### config.mk
export PLATFORM = sky130hd
export DESIGN_NAME = tim_burst_redirector
export DESIGN_NICKNAME = d
export VERILOG_FILES = /design/src/rtl/tim_burst_redirector.sv
export SDC_FILE = /design/constraint.sdc
export NUM_CORES = 1
export LEC_CHECK = 0
export ABC_AREA = 1
export ABC_CLOCK_PERIOD_IN_PS = 3300
export BUFFER_PORTS_ARGS = -buffer_cell sky130_fd_sc_hd__buf_2
export CAP_MARGIN = 30
export CORE_ASPECT_RATIO = 0.7
export CORE_MARGIN = 2
export CORE_UTILIZATION = 39
export DETAILED_ROUTE_END_ITERATION = 10
export GPL_TIMING_DRIVEN = 0
export HOLD_SLACK_MARGIN = 0.08
export PLACE_DENSITY = 0.9
export RECOVER_POWER = 25
export SLEW_MARGIN = 5
export SYNTH_ARGS = -nofsm -noshare
export SYNTH_HDL_FRONTEND = slang
export SYNTH_SLANG_ARGS = --single-unit
### constraint.sdc
create_clock -name clk -period 3.3 [get_ports clk]
set_clock_uncertainty 0.2 [all_clocks]
set_input_delay 0.495 -clock clk [delete_from_list [all_inputs] [get_ports clk]]
set_output_delay 0.495 -clock clk [all_outputs]
set_load 0.05 [all_outputs]
### src/rtl/tim_burst_redirector.sv
module tim_burst_redirector #(
  parameter int DATA_W    = 32,
  parameter int IDX_W     = 5,
  parameter int LEN_W     = 5,
  parameter int MAX_LEN   = 18,
  parameter int BUS_AW    = IDX_W + 1,
  parameter int VIRT_ADDR = 2 ** IDX_W
) (
  input  logic              clk,
  input  logic              rst_n,
  input  logic              evt_i,
  input  logic [IDX_W-1:0]  cfg_base_i,
  input  logic [LEN_W-1:0]  cfg_len_i,
  output logic              dma_req_o,
  input  logic              dma_ack_i,
  input  logic              bus_sel_i,
  input  logic              bus_wr_i,
  input  logic [BUS_AW-1:0] bus_addr_i,
  input  logic [DATA_W-1:0] bus_wdata_i,
  output logic [DATA_W-1:0] bus_rdata_o,
  output logic              rf_we_o,
  output logic [IDX_W-1:0]  rf_idx_o,
  output logic [DATA_W-1:0] rf_wdata_o,
  input  logic [DATA_W-1:0] rf_rdata_i
);

  localparam logic [LEN_W-1:0]  LAST_CAP = LEN_W'(MAX_LEN - 1);
  localparam logic [BUS_AW-1:0] VADDR    = BUS_AW'(VIRT_ADDR);

  logic             busy_q;
  logic [LEN_W-1:0] cnt_q;
  logic [LEN_W-1:0] last_q;
  logic [IDX_W-1:0] base_q;

  wire start = evt_i && !busy_q;
  wire step  = busy_q && dma_ack_i;
  wire [LEN_W-1:0] last_sel = (cfg_len_i > LAST_CAP) ? LAST_CAP : cfg_len_i;

  always_ff @(posedge clk or negedge rst_n) begin
    if (!rst_n) begin
      busy_q <= 1'b0;
      cnt_q  <= '0;
      last_q <= '0;
      base_q <= '0;
    end else if (start) begin
      busy_q <= 1'b1;
      cnt_q  <= '0;
      base_q <= cfg_base_i;
      last_q <= last_sel;
    end else if (step) begin
      if (cnt_q == last_q) begin
        busy_q <= 1'b0;
        cnt_q  <= '0;
      end else begin
        cnt_q <= cnt_q + 1'b1;
      end
    end
  end

  wire [IDX_W-1:0] cur_base = busy_q ? base_q : cfg_base_i;
  wire [IDX_W-1:0] cur_idx  = cur_base + IDX_W'(cnt_q);
  wire             virt     = bus_addr_i == VADDR;

  assign dma_req_o   = busy_q;
  assign rf_idx_o    = virt ? cur_idx : bus_addr_i[IDX_W-1:0];
  assign rf_we_o     = bus_sel_i && bus_wr_i;
  assign rf_wdata_o  = bus_wdata_i;
  assign bus_rdata_o = rf_rdata_i;

endmodule


== Word level (Yosys, flattened, before mapping) ==
Cells that the tools add are included.

* Reductions and logical operators: 7
* Muxes and demuxes: 9
* Eq/ne operators: 2
* Magnitude comparators: 1
* Add/subtract/negate cells: 2

{| class="wikitable"
|+ Operators by type and width
! operator !! number
|-
| $mux W5 || 6
|-
| $eq A6 B6 Y1 const B || 1
|-
| $add A5 B1 Y5 const B || 1
|-
| $add A5 B5 Y5 || 1
|-
| $eq A5 B5 Y1 || 1
|-
| $gt A5 B5 Y1 const B || 1
|-
| $reduce_bool A2 Y1 || 2
|-
| $logic_and A1 B1 Y1 || 3
|-
| $mux W1 || 3
|-
| $reduce_and A2 Y1 || 1
|-
| $logic_not A1 Y1 || 1
|}

* Input port bits: 86
* Flip-flop bits (word level): 16
* Word-level logic and storage cells: 25
* Output and inout bits: 71

== Logic depth before layout (Yosys ltp) ==
* Depth in word-level cells: 4
* Depth in mapped cells: 13
* Depth with buffers taken out: 12

== Worst setup path after synthesis ==
No wires, ideal clock.

* Path type: register -> output
* Start: register busy_q, in the netlist dma_req_o
* End: output port rf_idx_o[2]
* Data required time: 2.605 ns
* Path buffers: 1
* Slack: -0.213 ns
* Stages on the path, launching flop included: 9
* Arrival: 2.818 ns
* Path through: dfrtp_1 -> buf_6 -> nand2_1 -> o21ai_0 -> ha_1 -> inv_1 -> fa_1 -> xor2_1 -> o21ai_0

* Cells in the longest elaborated chain, start to end: 3

{| class="wikitable"
|+ RTL lines
! element !! RTL line !! source
|-
| start: declaration || 30 || <nowiki>logic busy_q;</nowiki>
|-
| start signal: assignment || 41 || <nowiki>busy_q <= 1'b0;</nowiki>
|-
| start signal: assignment || 46 || <nowiki>busy_q <= 1'b1;</nowiki>
|-
| start signal: assignment || 52 || <nowiki>busy_q <= 1'b0;</nowiki>
|-
| $mux W5 || 60 || <nowiki>wire [IDX_W-1:0] cur_base = busy_q ? base_q : cfg_base_i;</nowiki>
|-
| $add A5 B5 Y5 || 61 || <nowiki>wire [IDX_W-1:0] cur_idx = cur_base + IDX_W'(cnt_q);</nowiki>
|-
| $mux W5 || 65 || <nowiki>assign rf_idx_o = virt ? cur_idx : bus_addr_i[IDX_W-1:0];</nowiki>
|-
| end: declaration || 22 || <nowiki>output logic [IDX_W-1:0] rf_idx_o,</nowiki>
|}

Every way passes these cells.

== Worst setup path in the final report ==
* Start: register busy_q, in the netlist dma_req_o
* End: output port rf_idx_o[4]

Same word-level chain as after synthesis.

==> key figures <==
Outcome
  • Status: finished clean

Worst setup path
  • Critical-path cell list: buf_6 > o21ai_0 > ha_1 > inv_1 > fa_1 > inv_1 > nand2_1 > nand2_1 > inv_1 > nand2_1 > nand3b_1 > nand2_1 > buf_2
  • Slowest CP cell: dfrtp_1
  • Worst r2r dst: cnt_q[4]
  • CP Max Fanout: 10
  • Startpoint types: flip-flop
  • Most frequent CP cell: nand2_1
  • FF-to-FF path depth: 7
  • CP Class: flip-flop to primary output
  • Crit. Startpoint: dma_req_o
  • Reg-to-reg startpoint: cnt_q[2]
  • Max incr delay on CP: roughly 0.42 ns
  • R2R Setup Slk: 1.83 ns
  • Crit. End Element: primary output
  • Required @ worst endpoint: 2.60 ns
  • Crit path arrival time: 2.36 ns

Clock tree
  • # clock sinks: 16
  • CTS tree: done
  • Clk pin slew, worst setup/hold paths: 0.06 ns
  • Clock Latency Late Sink: roughly 0.25 ns
  • CTS H-tree lvls: 1
  • CTS Hold Buffers Added: 1
  • Postcts setup bufs: 0
  • Num CTS Buffers: 3
  • Post-CTS Resized: 0
  • Clk Tree Root Cell: clkbuf_8
  • Max Root-Sink Buffers: 2

STA
  • Min Clock Period, post-route: 3.056 ns
  • Setup-failing EPs final: 0
  • Fin crit share: 92.60%
  • Slew HR: 40.37%
  • WHS: 0.2609 ns
  • F_max: between 300 and 400 MHz
  • Final Worst Setup Slack: 0.2443 ns
  • RSZ-0062 raised after global routing: no
  • Tightest Pin Transition: 0.8944 ns
  • Final hold vios: 0
  • Slew Viols, Final: 0
  • Total Negative Setup Slacks: 0 ns

Floorplan
  • Total die area: between 4000 and 5000 sq um
  • FP Rows: 19
  • Core Area: 3875 sq um
  • Die Wd: 79.66 um
  • Die Ht: 56.96 um
  • I/O pins: approximately 160
  • Initial Util: 40.33%

Logic synthesis
  • Post-Syn Nets: slightly above 300
  • Top area cells in the synthesized netlist: buf_4 31%, dfrtp_1 26%, nand2_1 13%
  • Cells after Synth: 217
  • Post-synth top area share: 30.74%
  • Area leader, netlist: buf_4
  • Number of synthesis warnings: 0
  • #FFs+latches synth: 16
  • Synth cell types: 24
  • Syn_area_per_cell: 7.202 sq um
  • Cell Area, Synth: 1563 sq um
  • Sequential area share after synthesis: 25.62%

Final layout
  • Most frequent cells in the layout: 91 x buf_2, 64 x buf_4, 53 x nand2_1
  • Final Cell Area: 2137 sq um
  • Final Net Count: 407
  • Commonest non-fill, non-tap cell in the layout: buf_2
  • Fin util: between 50% and 60%
  • Sequential cell area: 400.4 sq um
  • Area growth from synthesis to layout: 36.75%
  • Footprint of the multi-input gates: 575.6 sq um
  • Diode count: 0
  • FILL cells: 373
  • Layout cells sized above 1: 53.99%
  • Non-Filler Instances: 365

Global routing
  • Vias in the first global route: 1342
  • Grt ovf: 0
  • First-pass GRT wire length: around 5.6 mm
  • Total global-route track usage: 15.15%
  • Initial antenna violation count: 0
  • Largest net degree at the start of global routing: 17

Hold path
  • Hold path startpoint: cfg_base_i[1]
  • Worst Hold Depth: 3
  • Worst Hold End: base_q[1]
  • Worst Hold Class: primary input to flip-flop

Routing
  • DRT Pass-1 Iters: 4
  • Via count: 1564
  • Drt total wl: 3.700 mm
  • DRC violation total after the first TritonRoute iteration: 38
  • Routed Antenna Nets: 0
  • DRC errors left: 0
  • Post-DR wirelength/cell: 10.14 um
  • Routed vias/inst: around 4.3

Placement
  • Port bufs: 92
  • Placed cells: 361
  • Final HPWL DP: 3.193 mm
  • GP Congestion: 0.8536
  • Worst slack, placed: about 0.48 ns
  • Area after DPL: 2088 sq um

Power and ir drop
  • Pwr/cell area: 628.2 nW/um^2
  • Pwr Total: 1.343 mW
  • LEAKAGE: 1.302 nW
  • Worst vdd ir: 0.3491 mV

Job
  • Max-Cap Viols: 0
==> per-layer routing <==
metal  share of wire, %  global-route usage, %  vias to the layer above
met4               0.97                  3.941                        0
li1                   -                      -                      799
met1                 39                  19.06                      699
met3                6.6                  3.481                        6
met2                 53                  26.41                       60
met5                  0                      0                        -
==> cells by family after synthesis <==
kind of cell / synth area share (%)
flops: 25.62
xor+xnor: 2.802
simple gates: 21.46
buf+inv: 37.55
compound gates: 7.287
fa+ha+maj: 5.284
==> cells in the mapped netlist, drive strengths merged <==
cell type,n
buf,66
nand2,53
inv,24
dfrtp,16
o21ai,14
nor2,13
nand3,10
ha,5
a21oi,4
xor2,4
a31o,1
fa,1
nand3b,1
nand4,1
o21bai,1
o31ai,1
or2,1
xnor2,1
==> state kept, by name, summed over array words and instances, names as in the netlist <==
signal	count
base_q	5
cnt_q	5
dma_req_o	1
last_q	5
==> where the power goes <==
part,total [mW],internal (mW),switching [mW]
Combinational,0.830,0.296,0.533
Sequential,0.368,0.282,0.0864
Clock,0.145,0.0810,0.0639
Total,1.34,0.659,0.684
==> critical path: cells and delay by family, from the launching register on <==
kind            cells  cell delay, ns
compound gates      1            0.24
flops               1            0.42
fa+ha+maj           2            0.60
simple gates        5            0.30
buf+inv             5            0.56
==> area by class of cell <==
cell class / instances / share of cell area, %
Sequential cell: 16 / 18.74
Buffer: 66 / 23.18
Clock buffer: 3 / 1.932
Inverter: 24 / 4.215
Tap cell: 52 / 3.044
Timing Repair Buffer: 93 / 21.96
Multi-Input combinational cell: 111 / 26.93
==> how the worst max path moves through the flow <==
stage / end / cells after the start
finish: rf_idx_o[4] / 13
global route: rf_idx_o[4] / 13
CTS: rf_idx_o[4] / 13
detailed placement: rf_idx_o[4] / 14
global placement: rf_idx_o[4] / 14
floorplan: rf_idx_o[2] / 8
(Power assumes the default switching activity.)
